==> src/rtl/hdrq_pkg.sv <==
package hdrq_pkg;

    localparam int CPU_AW = 2;

    typedef enum logic [1:0] {
        REG_CTRL = 2'd0,
        REG_TRIG = 2'd1,
        REG_TGT  = 2'd2,
        REG_NONE = 2'd3
    } reg_sel_e;

    typedef enum logic {
        MODE_ACCESS = 1'b0,
        MODE_RSVD   = 1'b1
    } neg_mode_e;

    // bit 1 mode, bit 0 polarity
    typedef struct packed {
        neg_mode_e mode;
        logic      pol;
    } ctrl_t;

    // summary of one finished host access
    typedef struct packed {
        logic done;
        logic data_reg;
        logic idx_match;
    } host_evt_t;

    function automatic logic idle_level(input logic pol);
        return ~pol;
    endfunction

    function automatic logic pin_level(input logic pend, input ctrl_t c);
        return (pend && c.mode == MODE_ACCESS) ? c.pol : idle_level(c.pol);
    endfunction

endpackage

==> src/rtl/hdrq_sync.sv <==
module hdrq_sync #(
    parameter int           W       = 1,
    parameter int           STAGES  = 2,
    parameter logic [W-1:0] RST_VAL = '0
) (
    input  logic         clk,
    input  logic         rst,
    input  logic [W-1:0] d,
    output logic [W-1:0] q
);
    logic [W-1:0] stg [STAGES];

    always_ff @(posedge clk) begin
        if (rst) begin
            for (int i = 0; i < STAGES; i++) stg[i] <= RST_VAL;
        end else begin
            stg[0] <= d;
            for (int i = 1; i < STAGES; i++) stg[i] <= stg[i-1];
        end
    end

    assign q = stg[STAGES-1];
endmodule

==> src/rtl/hdrq_host_det.sv <==
module hdrq_host_det
    import hdrq_pkg::*;
#(
    parameter int IDXW = 8
) (
    input  logic            clk,
    input  logic            rst,
    input  logic            cs_n_s,
    input  logic            rs_s,
    input  logic            rd_n_s,
    input  logic            wr_n_s,
    input  logic [IDXW-1:0] idx_s,
    input  logic [IDXW-1:0] tgt_idx,
    output host_evt_t       evt
);
    logic            act;
    logic            act_d;
    logic            cap_rs;
    logic [IDXW-1:0] cap_idx;

    assign act = ~cs_n_s & (~rd_n_s | ~wr_n_s);

    always_ff @(posedge clk) begin
        if (rst) begin
            act_d   <= 1'b0;
            cap_rs  <= 1'b0;
            cap_idx <= '0;
        end else begin
            act_d <= act;
            if (act) begin
                cap_rs  <= rs_s;
                cap_idx <= idx_s;
            end
        end
    end

    always_comb begin
        evt.done      = act_d & ~act;
        evt.data_reg  = cap_rs;
        evt.idx_match = (cap_idx == tgt_idx);
    end
endmodule

==> src/rtl/hdrq_core.sv <==
module hdrq_core
    import hdrq_pkg::*;
#(
    parameter int DW   = 8,
    parameter int IDXW = 8
) (
    input  logic              clk,
    input  logic              rst,
    input  logic              cpu_wr,
    input  logic [CPU_AW-1:0] cpu_addr,
    input  logic [DW-1:0]     cpu_wdata,
    output logic [DW-1:0]     cpu_rdata,
    input  host_evt_t         evt,
    output ctrl_t             ctrl_q,
    output logic              pend_q,
    output logic [IDXW-1:0]   tgt_q,
    output logic              pin_q
);
    reg_sel_e  sel;
    logic      wr_ctrl, wr_trig, wr_tgt, host_clr;
    ctrl_t     ctrl_nxt;
    logic      pend_nxt;

    assign sel      = reg_sel_e'(cpu_addr);
    assign wr_ctrl  = cpu_wr && sel == REG_CTRL;
    assign wr_trig  = cpu_wr && sel == REG_TRIG;
    assign wr_tgt   = cpu_wr && sel == REG_TGT;
    assign host_clr = evt.done && evt.data_reg && evt.idx_match;

    always_comb begin
        ctrl_nxt = wr_ctrl ? ctrl_t'(cpu_wdata[1:0]) : ctrl_q;
        pend_nxt = pend_q;
        if (host_clr) pend_nxt = 1'b0;
        if (wr_ctrl && (ctrl_nxt.pol || ctrl_nxt.mode == MODE_RSVD)) pend_nxt = 1'b0;
        // a trigger on the same edge as a host clear wins
        if (wr_trig && cpu_wdata[0] && ctrl_nxt.mode == MODE_ACCESS) pend_nxt = 1'b1;
    end

    always_ff @(posedge clk) begin
        if (rst) begin
            ctrl_q <= '{mode: MODE_ACCESS, pol: 1'b0};
            pend_q <= 1'b0;
            tgt_q  <= '0;
            pin_q  <= 1'b1;
        end else begin
            ctrl_q <= ctrl_nxt;
            pend_q <= pend_nxt;
            if (wr_tgt) tgt_q <= cpu_wdata[IDXW-1:0];
            pin_q  <= pin_level(pend_nxt, ctrl_nxt);
        end
    end

    always_comb begin
        cpu_rdata = '0;
        unique case (sel)
            REG_CTRL: cpu_rdata[1:0]      = ctrl_q;
            REG_TRIG: cpu_rdata[0]        = pend_q;
            REG_TGT:  cpu_rdata[IDXW-1:0] = tgt_q;
            REG_NONE: cpu_rdata           = '0;
        endcase
    end
endmodule

==> src/rtl/hdrq_top.sv <==
module hdrq_top
    import hdrq_pkg::*;
#(
    parameter int DW     = 8,
    parameter int IDXW   = 8,
    parameter int STAGES = 2
) (
    input  logic              clk,
    input  logic              rst,
    input  logic              cpu_wr,
    input  logic [CPU_AW-1:0] cpu_addr,
    input  logic [DW-1:0]     cpu_wdata,
    output logic [DW-1:0]     cpu_rdata,
    input  logic              host_cs_n,
    input  logic              host_rs,
    input  logic              host_rd_n,
    input  logic              host_wr_n,
    input  logic [IDXW-1:0]   host_idx,
    output logic              dreq_pin
);
    localparam int DATW = IDXW + 1;

    logic [2:0]      strb_s;
    logic [DATW-1:0] dat_s;
    host_evt_t       evt_w;
    ctrl_t           ctrl_w;
    logic            pend_w;
    logic [IDXW-1:0] tgt_w;

    hdrq_sync #(.W(3), .STAGES(STAGES), .RST_VAL(3'b111)) u_sync_strb (
        .clk (clk),
        .rst (rst),
        .d   ({host_cs_n, host_rd_n, host_wr_n}),
        .q   (strb_s)
    );

    hdrq_sync #(.W(DATW), .STAGES(STAGES), .RST_VAL('0)) u_sync_dat (
        .clk (clk),
        .rst (rst),
        .d   ({host_rs, host_idx}),
        .q   (dat_s)
    );

    hdrq_host_det #(.IDXW(IDXW)) u_det (
        .clk     (clk),
        .rst     (rst),
        .cs_n_s  (strb_s[2]),
        .rs_s    (dat_s[DATW-1]),
        .rd_n_s  (strb_s[1]),
        .wr_n_s  (strb_s[0]),
        .idx_s   (dat_s[IDXW-1:0]),
        .tgt_idx (tgt_w),
        .evt     (evt_w)
    );

    hdrq_core #(.DW(DW), .IDXW(IDXW)) u_core (
        .clk       (clk),
        .rst       (rst),
        .cpu_wr    (cpu_wr),
        .cpu_addr  (cpu_addr),
        .cpu_wdata (cpu_wdata),
        .cpu_rdata (cpu_rdata),
        .evt       (evt_w),
        .ctrl_q    (ctrl_w),
        .pend_q    (pend_w),
        .tgt_q     (tgt_w),
        .pin_q     (dreq_pin)
    );
endmodule

==> config.mk <==
export PLATFORM = sky130hd
export DESIGN_NAME = hdrq_top
export DESIGN_NICKNAME = d
export VERILOG_FILES = /design/src/rtl/hdrq_pkg.sv /design/src/rtl/hdrq_sync.sv /design/src/rtl/hdrq_host_det.sv /design/src/rtl/hdrq_core.sv /design/src/rtl/hdrq_top.sv
export SDC_FILE = /design/constraint.sdc
export NUM_CORES = 1
export LEC_CHECK = 0
export BUFFER_PORTS_ARGS = -buffer_cell sky130_fd_sc_hd__buf_2
export CAP_MARGIN = 15
export CORE_MARGIN = 4
export CORE_UTILIZATION = 50
export CTS_BUF_LIST = sky130_fd_sc_hd__clkbuf_2 sky130_fd_sc_hd__clkbuf_4 sky130_fd_sc_hd__clkbuf_8
export DETAILED_ROUTE_END_ITERATION = 10
export PLACE_DENSITY = 0.76
export SYNTH_ARGS = -nofsm -noshare
export SYNTH_HDL_FRONTEND = slang
export SYNTH_SLANG_ARGS = --single-unit
==> constraint.sdc <==
create_clock -name clk -period 1.9 [get_ports clk]
set_input_delay 0.095 -clock clk [delete_from_list [all_inputs] [get_ports clk]]
set_output_delay 0.095 -clock clk [all_outputs]
set_load 0.005 [all_outputs]
==> results.json, run 1 <==
{
  "nets": 251,
  "reg2reg_slack_ps": 500,
  "drive_gt1_frac": 0.233,
  "first_global_vias": 1218,
  "clock_latency_ps": 340,
  "hold_slack_ps": 21.7,
  "synth-edff-count": 0,
  "row_count": 20,
  "hold_viol_final": 0,
  "numCtsBuffers": 5,
  "syn_area_per_cell_um2": 9.63,
  "synth_area_um2": 1690,
  "synthToLayoutAreaGrowth_pct": 25.5,
  "vdd_drop_max_v": 0.000462,
  "min_path_cells": 3,
  "grt_pass1_wl_mm": 4.97,
  "grt_antenna_before_repair": 0,
  "grt_overflow": 0,
  "ys_seq_elements": 46,
  "stdcell_area_um2": 2130,
  "p_leak_nw": 0.915,
  "rr_worst_depth": 5,
  "die_width_um": 66.2,
  "path_clk_slew_ps": 120,
  "io_pins": 34,
  "die_y_um": 66.2,
  "hpwlAfterDp_mm": 2.01,
  "crit_arrival_ps": 1660,
  "grt_max_degree": 47,
  "status": "completed",
  "cp-startpoint": "u_core.tgt_q[2]",
  "vias": 1298,
  "final.setup.tns_ps": 0,
  "setup_violations": 0,
  "async_flop_share": 0,
  "syn_nets": 201,
  "synth-seq-area-share": 0.544,
  "yosysUniqueCellTypes": 27,
  "cts_tree": "done",
  "ys_warn_count": 0,
  "hp-start": "cpu_wdata[1]",
  "fmax_mhz": 715,
  "worstSetupPathType": "flip-flop to flip-flop",
  "clock-sinks": 46,
  "wl_per_cell_um": 11.0,
  "drv_slew": 0,
  "clock_path_buffers": 2,
  "root_buffer": "clkbuf_4",
  "place_area_um2": 1880,
  "skew_ps": 6.30,
  "synth_cells": 176,
  "ant_nets": 0,
  "routed_wirelength_mm": 2.99,
  "r2r-start": "u_core.tgt_q[2]",
  "gp_congestion": 0.810,
  "ys.flop_type": "dfxtp_1",
  "drv_cap": 0,
  "critPathMaxFanout": 3,
  "required_ps": 2160,
  "drtPass1Iterations": 4,
  "initial_utilization": 0.537,
  "critPathLaunchType": "flip-flop",
  "min_period_ps": 1400,
  "hold_path_class": "primary input to flip-flop",
  "worst_pin_slew_ps": 730,
  "end_kind": "flip-flop",
  "r2r-end": "u_core.pin_q",
  "track_usage": 0.152,
  "p_total_w": 0.00163,
  "drtIter0Drc": 24,
  "via_per_inst": 4.79,
  "nFillCells": 257,
  "power_density_nw_per_um2": 768,
  "rsz0062_at_grt": "false",
  "drc": 0,
  "relSlewSlack": 0.513,
  "timing.final.crit_share": 0.736,
  "cts.htree.levels": 2,
  "coreArea_um2": 3150,
  "io_buffers": 33,
  "diodes": 0,
  "finalCoreUtilization": 0.674,
  "dieArea_um2": 4380,
  "min_to": "u_core.tgt_q[1]"
}
==> power breakdown <==
group	leakage (nW)	internal (W)	switching, W	total [W]
registers	0.377	0.000998	0.0000138	0.00101
logic	0.500	0.0000843	0.0000644	0.000149
clock network	0.0387	0.000194	0.000279	0.000473
total	0.915	0.00128	0.000357	0.00163
==> cells in the final DEF (no fill, tap or decap), types with 3 or more instances in the layout <==
master	synthesis	routed
nor2b_1	20	20
nor2_1	7	7
or2_2	6	6
xor2_1	7	7
and2_1	5	5
dlygate4sd3_1	0	18
buf_2	2	33
dfxtp_1	46	46
nand3_1	10	10
a21oi_1	16	16
nand2_1	26	26
a21o_1	3	3
clkbuf_4	0	6
mux2i_1	6	6
==> flip-flops by register name, indices dropped and copies added (netlist names) <==
name and count:
u_sync_strb.stg 6, u_core.tgt_q 8, u_det.cap_idx 8, u_core.pend_q 1, u_core.ctrl_q 2, u_det.act_d 1
u_sync_dat.stg 18, u_core.pin_q 1, u_det.cap_rs 1
==> logic make-up (layout without fill, tap and decap cells) <==
kind of cell           count (synthesis)  in the layout  share of synthesized area
AO/OA/AOI/OAI                         23             23                     0.0768
XOR/XNOR                               8              8                     0.0414
buffers and inverters                  9             60                     0.0236
flip-flops                            46             46                      0.544
multiplexers                           6              6                     0.0355
AND/OR/NAND/NOR                       84             84                      0.279
==> worst max-delay path, stage by stage (launching register included) <==
cell,delay (ps)
dfxtp_1,350
xor2_1,190
nor4_4,290
nand4_1,150
a21o_1,190
a21o_1,140
==> cell usage after synthesis (3+ instances only) <==
cell,instances,area (µm²)
nor2b_1,20,125
mux2i_1,6,60.1
dfxtp_1,46,921
xor2_1,7,61.3
nand3_1,10,50.1
or2_2,6,37.5
clkbuf_1,5,18.8
nand2_1,26,97.6
and2_1,5,31.3
a21oi_1,16,80.1
a21o_1,3,22.5
nor2_1,7,26.3
==> layer usage <==
layer / up-vias / wire length [µm] / global-route usage
met5: - / 0 / 0
met4: 0 / 38 / 0.0660
met3: 5 / 193 / 0.0646
met2: 30 / 1440 / 0.263
met1: 586 / 1320 / 0.158
li1: 677 / - / -
==> cell type report <==
type | count | area [µm²] | area share
clock buffer | 7 | 58.8 | 0.0277
clock inverter | 1 | 5.00 | 0.00235
multi-input combinational | 121 | 733 | 0.345
sequential | 46 | 921 | 0.433
tap | 44 | 55.1 | 0.0259
timing repair buffer | 52 | 353 | 0.166
==> how the worst max path moves through the flow <==
stage / cells past startpoint / to
floorplan: 5 / u_core.pin_q
global placement: 5 / u_core.pin_q
detailed placement: 5 / u_core.pin_q
CTS: 5 / u_core.pin_q
global route: 5 / u_core.pin_q
finish: 5 / u_core.pin_q
==> through the flow <==
stage / setup WS [ps] / std cells
2_1_floorplan: 576 / 176
3_3_place_gp: 531 / 245
3_5_place_dp: 498 / 245
4_1_cts: 490 / 271
5_1_grt: 415 / 271
6_report: 501 / 271
==> repair_timing <==
item / 4_1_cts / 5_1_grt
setup buffers: 0 / 0
endpoints found under the hold margin: 18 / 0
endpoints found under the setup margin: 0 / 0
gates resized for setup: 0 / 0
hold buffers: 18 / 0
Power figures use the tool's default switching activity.
==> run 2, diff against run 1 <==
--- a/config.mk
+++ b/config.mk
@@ -11,7 +11,7 @@
 export CORE_UTILIZATION = 50
 export CTS_BUF_LIST = sky130_fd_sc_hd__clkbuf_2 sky130_fd_sc_hd__clkbuf_4 sky130_fd_sc_hd__clkbuf_8
 export DETAILED_ROUTE_END_ITERATION = 10
-export PLACE_DENSITY = 0.76
+export PLACE_DENSITY = 0.78
 export SYNTH_ARGS = -nofsm -noshare
 export SYNTH_HDL_FRONTEND = slang
 export SYNTH_SLANG_ARGS = --single-unit
==> constraint.sdc (replaced) <==
create_clock -name clk -period 1.25 [get_ports clk]
set_input_delay 0.0625 -clock clk [delete_from_list [all_inputs] [get_ports clk]]
set_output_delay 0.0625 -clock clk [all_outputs]
set_load 0.005 [all_outputs]
==> run 2 against run 1 <==
  * The run now ends with negative setup slack left
  * Worst hold slack improved by 110 ps
  * Maximum frequency down 1.9%
  * Routed wire length is 2.4% higher
  * Highest routed layer unchanged
==> results.json, run 2 (synthesis gave the netlist of run 1 again) <==
{
  "nets": 257,
  "drtIter0Drc": 59,
  "hold_path_class": "primary input to flip-flop",
  "grt_overflow": 0,
  "initial_utilization": 0.537,
  "clock_path_buffers": 2,
  "vias": 1312,
  "coreArea_um2": 3150,
  "final_common_cell": "dfxtp_1",
  "grt_pass1_wl_mm": 5.28,
  "numPlacedInstances": 249,
  "worstSetupPathType": "flip-flop to flip-flop",
  "drtPass1Iterations": 4,
  "critPathLaunchType": "flip-flop",
  "drv_slew": 0,
  "hpwlAfterDp_mm": 2.02,
  "row_count": 20,
  "routed_wirelength_mm": 3.06,
  "drv_cap": 0,
  "drc": 0,
  "path_clk_slew_ps": 120,
  "violations": "negative setup slack",
  "vdd_drop_max_v": 0.000919,
  "min_period_ps": 1430,
  "dieArea_um2": 4380,
  "root_buffer": "clkbuf_4",
  "fin_cells": 276,
  "final.setup.tns_ps": -230,
  "gp_congestion": 0.802,
  "ant_nets": 0,
  "diodes": 0,
  "crit_arrival_ps": 1680,
  "timing.final.crit_share": 1.14,
  "cts_tree": "done",
  "io_buffers": 33,
  "final_cell_mix": "dfxtp_1, buf_2, nand2_1",
  "relSlewSlack": 0.512,
  "cts.htree.levels": 2,
  "clock_latency_ps": 340,
  "synthToLayoutAreaGrowth_pct": 28.4,
  "largestRegisters": "u_sync_dat.stg x18, u_core.tgt_q x8, u_det.cap_idx x8",
  "grt_antenna_before_repair": 0,
  "p_leak_nw": 0.939,
  "power_density_nw_per_um2": 1120,
  "numCtsBuffers": 5,
  "top_register": "u_sync_dat.stg",
  "worst_pin_slew_ps": 733,
  "fmax_mhz": 701,
  "status": "finished, violations left",
  "place_area_um2": 1910,
  "wl_per_cell_um": 11.1,
  "grt_max_degree": 47,
  "skew_ps": 9.90,
  "end_kind": "flip-flop",
  "stdcell_area_um2": 2180,
  "clock-sinks": 46,
  "critPathMaxFanout": 2,
  "hold_viol_final": 0,
  "setup_violations": 2,
  "largest_reg_flops": 18,
  "pre_cts_ws_ps": -178,
  "track_usage": 0.157,
  "die_y_um": 66.2,
  "timing.final.ws_setup_ps": -176,
  "post-cts-setup-buffers": 0,
  "rsz0062_at_grt": "true",
  "io_pins": 34,
  "first_global_vias": 1267,
  "via_per_inst": 4.75,
  "required_ps": 1500,
  "die_width_um": 66.2,
  "drive_gt1_frac": 0.259
}
## run 2: changes by cell type in the layout (fill, tap and decap cells not counted)
cell / previous run / this run
dfxtp_2: 0 / 3
dlygate4sd3_1: 18 / 20
o311ai_0: 1 / 0
clkinv_2: 1 / 0
buf_4: 1 / 5
clkbuf_4: 6 / 7
clkbuf_8: 1 / 0
o311ai_2: 0 / 1
dfxtp_1: 46 / 43
## run 2: final cells by class
class | instances | area (µm²)
Fill cell | 254 | 977
Multi-Input combinational cell | 121 | 741
Timing Repair Buffer | 58 | 403
Sequential cell | 46 | 925
Clock buffer | 7 | 52.6
Tap cell | 44 | 55.1
## run 2: final timing paths
path | from | to | slack [ps] | depth (start not counted)
max | u_det.cap_idx[5] | u_core.pin_q | -180 | 5
min | cpu_wdata[0] | u_core.pin_q | 140 | 4
max reg2reg | u_det.cap_idx[5] | u_core.pin_q | -180 | 5
min reg2reg | u_sync_strb.stg[0][2] | u_sync_strb.stg[0][5] | 420 | 1
## run 2: critical path, stage by stage, from the launching register on
cell     delay (ps)
dfxtp_2         340
xor2_1          180
nor4_4          330
nand4_1         150
a21o_1          180
a21o_1          160
## run 2: timing repair
action / in CTS / in global routing
gates resized for setup: 2 / 3
endpoints found under the setup margin: 2 / 3
pin swaps: 1 / 3
hold buffers: 20 / 0
cloned: 0 / 0
hold endpoints to repair: 21 / 0
## run 2: per-stage QoR
stage | utilization | power [W] | hold WS (ps)
2_1_floorplan | - | 0.00169 | 156
3_3_place_gp | 0.606 | 0.00175 | 247
3_5_place_dp | 0.606 | 0.00176 | 246
4_1_cts | 0.687 | 0.00246 | 124
5_1_grt | 0.690 | 0.00258 | 148
6_report | 0.690 | 0.00244 | 136
## run 2: layer usage
metal | track usage | vias to the layer above | wire (µm)
li1 | - | 688 | -
met1 | 0.175 | 579 | 1350
met2 | 0.270 | 41 | 1480
met3 | 0.0544 | 4 | 202
met4 | 0.0635 | 0 | 29
met5 | 0 | - | 0
## run 2: power by group
| part | switching, W | internal (W) |
|---|---|---|
| Sequential | 0.0000201 | 0.00152 |
| Combinational | 0.000102 | 0.000139 |
| Clock | 0.000407 | 0.000256 |
| Total | 0.000529 | 0.00191 |
==> run 3, diff against run 2 <==
--- a/config.mk
+++ b/config.mk
@@ -7,8 +7,10 @@
 export LEC_CHECK = 0
 export BUFFER_PORTS_ARGS = -buffer_cell sky130_fd_sc_hd__buf_2
 export CAP_MARGIN = 15
+export CELL_PAD_IN_SITES_DETAIL_PLACEMENT = 0
+export CELL_PAD_IN_SITES_GLOBAL_PLACEMENT = 1
 export CORE_MARGIN = 4
-export CORE_UTILIZATION = 50
+export CORE_UTILIZATION = 38
 export CTS_BUF_LIST = sky130_fd_sc_hd__clkbuf_2 sky130_fd_sc_hd__clkbuf_4 sky130_fd_sc_hd__clkbuf_8
 export DETAILED_ROUTE_END_ITERATION = 10
 export PLACE_DENSITY = 0.78
==> run 3 against run 2 <==
  * The flow still finishes with violations (negative setup slack)
  * First-iteration DRC count down 53%
  * Worst hold slack got worse by 110 ps
  * Global-route usage is 3.8 points lower
  * Clock power grew 29%
  * Design area rose by 0.75%
==> results.json, run 3 (synthesis gave the netlist of run 1 again) <==
{
  "status": "finished, violations left",
  "violations": "negative setup slack",
  "initial_utilization": 0.392,
  "relSlewSlack": 0.781,
  "largest_reg_flops": 18,
  "r2r-end": "u_core.pin_q",
  "cts.htree.levels": 2,
  "grt_antenna_before_repair": 0,
  "fmax_mhz": 725,
  "final_common_cell": "dfxtp_1",
  "nets": 256,
  "ant_nets": 0,
  "power_density_nw_per_um2": 1200,
  "diodes": 0,
  "stdcell_area_um2": 2190,
  "max_stage_delay_ps": 330,
  "setup_violations": 2,
  "vias": 1249,
  "min_period_ps": 1380,
  "io_pins": 34,
  "cpMostUsedCell": "a21o_1",
  "routed_wirelength_mm": 2.91,
  "drv_slew": 0,
  "dieArea_um2": 5590,
  "worstSetupPathType": "flip-flop to flip-flop",
  "critPathMaxFanout": 3,
  "path_clk_slew_ps": 80,
  "io_buffers": 33,
  "reg2reg_slack_ps": -130,
  "row_count": 24,
  "crit_arrival_ps": 1570,
  "timing.final.crit_share": 1.10,
  "critPathLaunchType": "flip-flop",
  "worst_pin_slew_ps": 328,
  "timing.final.ws_setup_ps": -130,
  "hpwlAfterDp_mm": 2.07,
  "critPathSlowestCell": "dfxtp_1",
  "synthToLayoutAreaGrowth_pct": 29.4,
  "final_cell_mix": "dfxtp_1, buf_2, nand2_1",
  "drv_cap": 0,
  "hold_viol_final": 0,
  "cts_tree": "done",
  "clock_latency_ps": 290,
  "drc": 0,
  "vdd_drop_max_v": 0.000737,
  "hp-start": "cpu_wdata[4]",
  "place_area_um2": 1980,
  "required_ps": 1440,
  "track_usage": 0.119,
  "largestRegisters": "u_sync_dat.stg x18, u_core.tgt_q x8, u_det.cap_idx x8",
  "path_cells": "xor2_1, nor4_4, nand4_1, a21o_1, a21o_1",
  "rr_worst_depth": 5,
  "clock-sinks": 46,
  "drtIter0Drc": 28,
  "via_per_inst": 4.41,
  "cp-startpoint": "u_core.tgt_q[2]",
  "top_register": "u_sync_dat.stg",
  "hold_slack_ps": 21.3,
  "r2r-start": "u_core.tgt_q[2]",
  "gp_congestion": 0.685,
  "root_buffer": "clkbuf_8",
  "hold_path_class": "primary input to flip-flop",
  "wl_per_cell_um": 10.3,
  "skew_ps": 11.6,
  "min_path_cells": 3,
  "p_leak_nw": 0.957,
  "drive_gt1_frac": 0.277,
  "die_y_um": 74.8,
  "grt_max_degree": 34,
  "numCtsBuffers": 5,
  "critPathCapture": "u_core.pin_q",
  "die_width_um": 74.8,
  "grt_pass1_wl_mm": 5.09,
  "coreArea_um2": 4320,
  "drtPass1Iterations": 4,
  "first_global_vias": 1199,
  "rsz0062_at_grt": "true",
  "end_kind": "flip-flop",
  "clock_path_buffers": 2,
  "grt_overflow": 0
}
## run 3: layout make-up
class / count / area, µm²
flip-flops and latches: 46 / 922
fillers: 416 / 2130
repair buffers: 57 / 388
well taps: 52 / 65.1
multi-input cells: 121 / 733
clock buffers: 7 / 83.8
## run 3: per-layer routing
| layer | up-vias | GRT usage | wire (µm) |
|---|---|---|---|
| li1 | 685 | - | - |
| met1 | 528 | 0.144 | 1370 |
| met2 | 31 | 0.196 | 1280 |
| met3 | 5 | 0.0441 | 207 |
| met4 | 0 | 0.0415 | 46 |
| met5 | - | 0 | 0 |
## run 3: power by group
part	switching (W)	total, W	internal [W]
registers	0.0000190	0.00154	0.00152
logic	0.000101	0.000240	0.000140
clock network	0.000424	0.000852	0.000428
total	0.000544	0.00263	0.00208
## run 3: worst min-delay path by stage
stage	end
after global routing	u_core.tgt_q[4]
final	u_core.tgt_q[4]
after global placement	u_sync_strb.stg[0][2]
after detailed placement	u_sync_strb.stg[0][2]
after CTS	u_core.tgt_q[4]
after floorplan	cpu_rdata[1]
## run 3: what timing repair did
item,CTS,global route
endpoints found under the hold margin,12,0
hold buffers,12,0
endpoints found under the setup margin,1,2
resized for setup,1,1
setup buffers,0,1
pin swaps,0,5
## run 3: critical path: cells and delay by family, from the launching register on
kind | cells | cell delay (ps)
AND/OR/NAND/NOR | 2 | 430
flip-flops | 1 | 330
AO/OA/AOI/OAI | 2 | 330
XOR/XNOR | 1 | 190
## run 3: metrics by stage
step,TNS [ps],total power [W],instances,setup WS [ps],utilization
2_1_floorplan,-40.0,0.00169,176,-40.0,-
3_3_place_gp,-93.8,0.00177,263,-93.8,0.458
3_5_place_dp,-103,0.00178,263,-103,0.458
4_1_cts,-107,0.00266,282,-107,0.505
5_1_grt,-418,0.00276,283,-239,0.507
6_report,-195,0.00263,283,-130,0.507
